$ cat config.mk
export PLATFORM = sky130hd
export DESIGN_NAME = ls_agu
export DESIGN_NICKNAME = d
export VERILOG_FILES = /design/src/rtl/agu_pkg.sv /design/src/rtl/agu_base_sel.sv /design/src/rtl/agu_offset_gen.sv /design/src/rtl/agu_addsub.sv /design/src/rtl/ls_agu.sv
export SDC_FILE = /design/constraint.sdc
export NUM_CORES = 1
export LEC_CHECK = 0
export BUFFER_PORTS_ARGS = -buffer_cell sky130_fd_sc_hd__buf_2
export CAP_MARGIN = 25
export CELL_PAD_IN_SITES_DETAIL_PLACEMENT = 1
export CELL_PAD_IN_SITES_GLOBAL_PLACEMENT = 1
export CORE_UTILIZATION = 31
export CTS_CLUSTER_DIAMETER = 40
export DETAILED_ROUTE_END_ITERATION = 7
export HOLD_SLACK_MARGIN = 0.1
export PLACE_DENSITY_LB_ADDON = 0.12
export RECOVER_POWER = 100
export SETUP_SLACK_MARGIN = 0.5
export SYNTH_ARGS = -nofsm -noshare
export SYNTH_HDL_FRONTEND = slang
export SYNTH_SLANG_ARGS = --single-unit
export TNS_END_PERCENT = 5
$ cat constraint.sdc
create_clock -name clk -period 2.2 [get_ports clk]
set_input_delay 0.55 -clock clk [delete_from_list [all_inputs] [get_ports clk]]
set_output_delay 0.55 -clock clk [all_outputs]
set_load 0.03 [all_outputs]
$ cat src/rtl/agu_pkg.sv
package agu_pkg;
    localparam int AGU_XLEN   = 32;
    localparam int AGU_RIDX_W = 4;

    typedef struct packed {
        logic                  valid;
        logic [AGU_XLEN-1:0]   eff;
        logic [AGU_XLEN-1:0]   nbase;
        logic                  wb_en;
        logic                  wb_err;
        logic [AGU_RIDX_W-1:0] wb_idx;
    } agu_res_t;
endpackage

$ cat src/rtl/agu_base_sel.sv
module agu_base_sel #(
    parameter int XLEN     = 32,
    parameter int RIDX_W   = 4,
    parameter int PC_IDX   = 15,
    parameter int PC_AHEAD = 8
) (
    input  logic [XLEN-1:0]   base_val,
    input  logic [RIDX_W-1:0] base_idx,
    input  logic [XLEN-1:0]   instr_addr,
    output logic [XLEN-1:0]   base_eff,
    output logic              is_pc
);
    always_comb begin
        is_pc    = (base_idx == RIDX_W'(PC_IDX));
        base_eff = is_pc ? (instr_addr + XLEN'(PC_AHEAD)) : base_val;
    end
endmodule

$ cat src/rtl/agu_offset_gen.sv
module agu_offset_gen #(
    parameter int XLEN    = 32,
    parameter int IMM_W   = 12,
    parameter int SHAMT_W = 5
) (
    input  logic               use_reg,
    input  logic [IMM_W-1:0]   imm,
    input  logic [XLEN-1:0]    reg_val,
    input  logic               shift_right,
    input  logic [SHAMT_W-1:0] shamt,
    output logic [XLEN-1:0]    offset
);
    localparam int PAD_W = XLEN - IMM_W;

    // logarithmic shifter: stage i moves by 2**i when shamt[i] is set
    logic [XLEN-1:0] stage [0:SHAMT_W];
    assign stage[0] = reg_val;

    for (genvar i = 0; i < SHAMT_W; i++) begin : g_stage
        localparam int DIST = 1 << i;
        assign stage[i+1] = !shamt[i]   ? stage[i] :
                            shift_right ? (stage[i] >> DIST) :
                                          (stage[i] << DIST);
    end

    always_comb begin
        if (use_reg) offset = stage[SHAMT_W];
        else         offset = {{PAD_W{1'b0}}, imm};
    end
endmodule

$ cat src/rtl/agu_addsub.sv
module agu_addsub #(
    parameter int XLEN = 32
) (
    input  logic [XLEN-1:0] a,
    input  logic [XLEN-1:0] b,
    input  logic            sub,
    output logic [XLEN-1:0] y
);
    always_comb begin
        y = sub ? (a - b) : (a + b);
    end
endmodule

$ cat src/rtl/ls_agu.sv
module ls_agu
    import agu_pkg::*;
#(
    parameter int XLEN     = AGU_XLEN,
    parameter int RIDX_W   = AGU_RIDX_W,
    parameter int IMM_W    = 12,
    parameter int SHAMT_W  = 5,
    parameter int PC_IDX   = 15,
    parameter int PC_AHEAD = 8
) (
    input  logic               clk,
    input  logic               rst_n,
    input  logic               req_valid,
    input  logic [XLEN-1:0]    base_val,
    input  logic [RIDX_W-1:0]  base_idx,
    input  logic               use_reg_off,
    input  logic [IMM_W-1:0]   imm_off,
    input  logic [XLEN-1:0]    off_reg,
    input  logic               shift_right,
    input  logic [SHAMT_W-1:0] shift_amt,
    input  logic               subtract,
    input  logic               post_index,
    input  logic               wb_req,
    input  logic [XLEN-1:0]    instr_addr,
    output logic               res_valid,
    output logic [XLEN-1:0]    eff_addr,
    output logic [XLEN-1:0]    new_base,
    output logic               wb_en,
    output logic [RIDX_W-1:0]  wb_idx,
    output logic               wb_err
);
    logic [XLEN-1:0] base_eff;
    logic            is_pc;
    logic [XLEN-1:0] offset;
    logic [XLEN-1:0] sum;
    logic            want_wb;

    agu_res_t res_d, res_q;

    agu_base_sel #(
        .XLEN(XLEN), .RIDX_W(RIDX_W), .PC_IDX(PC_IDX), .PC_AHEAD(PC_AHEAD)
    ) u_base (
        .base_val  (base_val),
        .base_idx  (base_idx),
        .instr_addr(instr_addr),
        .base_eff  (base_eff),
        .is_pc     (is_pc)
    );

    agu_offset_gen #(
        .XLEN(XLEN), .IMM_W(IMM_W), .SHAMT_W(SHAMT_W)
    ) u_off (
        .use_reg    (use_reg_off),
        .imm        (imm_off),
        .reg_val    (off_reg),
        .shift_right(shift_right),
        .shamt      (shift_amt),
        .offset     (offset)
    );

    agu_addsub #(.XLEN(XLEN)) u_add (
        .a  (base_eff),
        .b  (offset),
        .sub(subtract),
        .y  (sum)
    );

    always_comb begin
        res_d        = res_q;
        res_d.valid  = req_valid;
        res_d.wb_en  = 1'b0;
        res_d.wb_err = 1'b0;
        // post-indexed form always updates the base
        want_wb      = wb_req | post_index;
        if (req_valid) begin
            res_d.eff    = post_index ? base_eff : sum;
            res_d.nbase  = sum;
            res_d.wb_idx = base_idx;
            res_d.wb_en  = want_wb & ~is_pc;
            res_d.wb_err = want_wb & is_pc;
        end
    end

    always_ff @(posedge clk or negedge rst_n) begin
        if (!rst_n) res_q <= '0;
        else        res_q <= res_d;
    end

    assign res_valid = res_q.valid;
    assign eff_addr  = res_q.eff;
    assign new_base  = res_q.nbase;
    assign wb_en     = res_q.wb_en;
    assign wb_err    = res_q.wb_err;
    assign wb_idx    = res_q.wb_idx;
endmodule

After elaboration in Yosys (flattened, before gate mapping)
Cells that the tools add are included.
- add/subtract/negate cells: 3
- equal/unequal tests: 1
- multiplexer cells: 15
- bitwise gates (word level): 4
- operators by type and width (cell ; count):
    $mux W32 ; 14
    $add A32 B32 Y32 ; 1
    $add A32 B4 Y32 const B ; 1
    $sub A32 B32 Y32 ; 1
    $mux W6 ; 1
    $eq A4 B4 Y1 const B ; 1
    $and A1 B1 Y1 ; 2
    $not A1 Y1 ; 1
    $or A1 B1 Y1 ; 1
- register bits after elaboration: 71
- input port bits: 125
- logic and storage cells: 29

Longest topological paths before layout
- word-level depth: 14
- mapped depth: 28

Modules after synthesis
From an unflattened synthesis, not the netlist that was laid out.
- cell total of the unflattened synthesis: 1363
- area, all modules: 10493.8 sq um
- by module, submodules not included (module ; times used ; cells each ; area an instance (sq um) ; seq. area each (sq um)):
    agu_offset_gen ; 1 ; 625 ; 4130.2 ; 0.0
    ls_agu ; 1 ; 222 ; 3044.2 ; 1776.7
    agu_addsub ; 1 ; 348 ; 2357.3 ; 0.0
    agu_base_sel ; 1 ; 168 ; 962.2 ; 0.0

Worst setup path after synthesis
Ideal clock, no wire load.
- kind: input to register
- from: in off_reg[9]
- to: reg res_q, in the netlist new_base[30]
- setup time: 0.125 ns
- data arrival time: 5.773 ns
- data required time: 2.075 ns
- slack: -3.698 ns
- stages: 22
- path buffers: 1
- cells stage by stage: buf_2 -> mux4_2 -> a211oi_1 -> a2111oi_0 -> a211o_1 -> a211oi_2 -> o211ai_1 -> nor4_4 -> and2_1 -> a41oi_1 -> xnor2_1 -> ha_1 -> nand3_1 -> or3_1 -> o211ai_1 -> nand3_1 -> a311oi_1 -> a41oi_1 -> a2111oi_0 -> o31ai_1 -> xnor2_1 -> mux2_2
- longest elaborated chain between the ends: 13
- ends and longest elaborated chain (what ; RTL line ; RTL):
    start: declaration ; ls_agu.sv:18 ; input logic [XLEN-1:0] off_reg,
    $mux W32 ; agu_offset_gen.sv:22 ; shift_right ? (stage[i] >> DIST) :
    $mux W32 (*) ; agu_offset_gen.sv:21 ; assign stage[i+1] = !shamt[i] ? stage[i] :
    $mux W32 ; agu_offset_gen.sv:22 ;
    $mux W32 (*) ; agu_offset_gen.sv:21 ;
    $mux W32 ; agu_offset_gen.sv:22 ;
    $mux W32 (*) ; agu_offset_gen.sv:21 ;
    $mux W32 ; agu_offset_gen.sv:22 ;
    $mux W32 (*) ; agu_offset_gen.sv:21 ;
    $mux W32 ; agu_offset_gen.sv:22 ;
    $mux W32 (*) ; agu_offset_gen.sv:21 ;
    $mux W32 (*) ; agu_offset_gen.sv:27 ; if (use_reg) offset = stage[SHAMT_W];
    $add A32 B32 Y32 or $sub A32 B32 Y32 (tied branches) ; agu_addsub.sv:10 ; y = sub ? (a - b) : (a + b);
    $mux W32 (*) ; agu_addsub.sv:10 ;
    end signal: assignment ; ls_agu.sv:86 ; else res_q <= res_d;
    end: declaration ; ls_agu.sv:38 ; agu_res_t res_d, res_q;
Mark *: on every way between the ends. The rest lies on a longest branch, timed or not.
A chain may end at the register's enable or synchronous reset.

Final worst setup path
- from: in off_reg[10]
- to: reg res_q, in the netlist new_base[30]
Same word-level chain as after synthesis.

==> flow_summary.ini <==
[pwr]
p_per_area_mw_per_mm2 = 576
leakagePower_nw = 7.66
ir_worst_vdd_uv = 378

[drt]
dr.pass1.iters = 5
drcViolationCount = 0
wl_mm = 51.9
wl_per_cell_um = 21.3
drtIter0Drc = 687
drtAntennaViolNets = 0
via_per_inst = 5.49
num_vias = 13400

[worst_setup_path]
worstPathMaxFanout = 5
cp-end-kind = flip-flop
worstPathArrival_ns = 6.04
critPathKind = in -> reg
r2r_slack_ns = 1.41
start_kind = primary input
worstPathRequired_ns = 2.45

[timing]
relSlewSlack_pct = -7.04
rsz0062_at_grt = yes
worst_slack_ns = -3.60
fin_worst_skew_ns = 0
hold_violations = 0
fin_crit_sh_pct = 263
worst_pin_slew_ns = 1.61
worst_hold_slack_ns = 0.445
slew_viol_final = 31
fmax_mhz = 173
period_minus_slack_ns = 5.80
setup_violations = 64

[logic_synthesis]
yosys.area.top_type = dfrtp_1
yosysUniqueCellTypes = 79
synthArstFlopShare_pct = 100
ys_top_cells_by_count = nor2_1 (158), nand2_1 (110), a21oi_1 (100), mux2i_1 (98), o21ai_0 (92)
ys_warn_count = 0
synthTopCellsByArea = dfrtp_1 (17%), mux2i_1 (9.4%), nor2_1 (5.7%)
ys.flop_type = dfrtp_1
synth-edff-count = 0
synth.net_count = 1503
synth.avg_cell_area_um2 = 7.77
yosysMostFrequentCell = nor2_1
netlist_instances = 1338
netlist_area_mm2 = 0.0104
synth-seq-cells = 71
synth.top_cell.area_share_pct = 17.1
yosysSeqAreaShare_pct = 17.1

[global_route]
grt_pass1_wl_mm = 77.9
track_usage_pct = 29.5
gr-total-overflow = 0
antenna_found_initial = 1
grt_pass1_vias = 13700
grt_max_degree = 57

[cells_and_area]
nFillCells = 4048
nets = 2154
instances_no_fill = 2437
post-route-util_pct = 51.7
stdcell_area_mm2 = 0.0170
drive_gt1_share_pct = 44.8
area_growth_pct = 62.9

[placed_design]
hpwl_mm = 41.0
pre_cts_slack_ns = -4.56
dpl.cell_count = 2390
placed_area_mm2 = 0.0155
place_congestion = 0.917
io_buffers = 195

[floorplan]
die_x_um = 185
rows = 66
design.die.area_mm2 = 0.0343
core_area_mm2 = 0.0328
die_h_um = 185
io_pins = 196
initial_utilization_pct = 31.7

[clock_network]
clkLatencyLatePin_ns = 0.35
clock_sinks = 71
cts_tree = done
cts_htree_levels = 3
cts_hold_buf = 0
cts_buffers = 9
cts.clk_slew.worst_paths_ns = 0.06
clockRootBuffer = clkbuf_16
clockBufferDepth = 2

[worst_hold_path]
hp-class = in -> reg

[run]
max_cap_viol_count = 1

[status]
status = complete, but fails checks
violations = max-capacitance violations, max-slew violations, negative setup slack
==> logic make-up after synthesis <==
kind of cell,count (synthesis),share of synthesized area (%)
simple gates,437,19.6
compound gates,408,25.8
mux,168,19.3
buf+inv,129,6.16
xor+xnor,85,7.16
flops,71,17.1
fa+ha+maj,40,4.88
==> state kept, by name (all words and copies together) (netlist names) <==
register   count
eff_addr      32
new_base      32
wb_idx         4
wb_en          1
res_valid      1
wb_err         1
==> worst max-delay path, stage by stage <==
cell,delay [ns]
buf_2,0.15
mux4_2,0.52
a211oi_4,0.31
a2111oi_2,0.09
a211o_1,0.31
a211oi_4,0.21
o211ai_1,0.17
nor4_4,0.29
and2_4,0.22
a41oi_2,0.10
xnor2_1,0.17
ha_1,0.32
nand3_2,0.10
or3_4,0.40
o211ai_1,0.35
nand3_1,0.22
a311oi_2,0.33
a41oi_2,0.21
a2111oi_2,0.32
buf_4,0.20
o31ai_4,0.07
xnor2_2,0.16
mux2_2,0.26
==> cells in the final DEF, fill, tap and decap left out, types with 11 or more instances in the layout <==
cell / count
mux2_2: 39
nand3_1: 40
nand4_1: 12
buf_12: 14
xor2_1: 35
nor3_1: 26
nand2_1: 107
dfrtp_1: 71
clkbuf_1: 76
inv_1: 25
a211oi_1: 37
ha_1: 37
buf_4: 502
clkbuf_16: 12
buf_6: 22
xnor2_1: 37
mux2i_1: 85
o22ai_1: 14
o21ai_1: 13
nor2_1: 146
buf_2: 118
mux4_2: 21
o211ai_1: 15
nor2b_1: 11
a21oi_2: 13
o21ai_0: 78
a21oi_1: 86
nand2b_1: 12
a21o_1: 14
==> power by group <==
group          switching, mW  leakage, nW  internal (mW)
logic                   3.54         6.70           2.71
clock network          0.634        0.145          0.913
registers              0.252        0.817           1.72
==> repair_timing <==
item                                    CTS  global route
cloned                                    1             3
buffers inserted                         21             5
endpoints found under the setup margin   64            64
gates resized for setup                 112            93
pin swaps                                36            45
==> per-stage QoR <==
| stage | setup TNS, ns | total power [mW] |
|---|---|---|
| 6_report | -166.46 | 9.77 |
| 3_5_place_dp | -209.90 | 7.77 |
| 2_1_floorplan | -141.76 | 5.13 |
| 4_1_cts | -165.83 | 9.64 |
| 5_1_grt | -188.47 | 10.3 |
| 3_3_place_gp | -205.01 | 7.63 |
==> layer usage <==
layer | up-vias | routed length, µm | global-route usage, %
li1 | 6310 | - | -
met2 | 395 | 24900 | 49.6
met5 | - | 0 | 0
met4 | 0 | 1320 | 8.40
met1 | 6606 | 23100 | 39.2
met3 | 73 | 2640 | 3.91
==> final cells by class <==
type                       instances  area (µm²)  area share (%)
clock buffer                      10         239            1.41
timing repair buffer             742        5390            31.8
antenna                            1        2.50          0.0148
inverter                          27         106           0.627
multi-input combinational       1138        8820            52.0
sequential                        71        1780            10.5
tap                              442         553            3.26
clock inverter                     6        67.6           0.399
==> path summary, 6_finish.rpt <==
kind	startpoint	endpoint	cells after the start
worst min-delay path	base_idx[0]	wb_idx[0]	2
worst max-delay path	off_reg[10]	new_base[30]	23
min in group asynchronous	rst_n	new_base[5]	1
worst min register to register	eff_addr[25]	eff_addr[25]	1
worst max register to register	eff_addr[13]	eff_addr[13]	1
max in group asynchronous	rst_n	new_base[25]	2
Note: power is estimated with default switching activity, not from simulation.
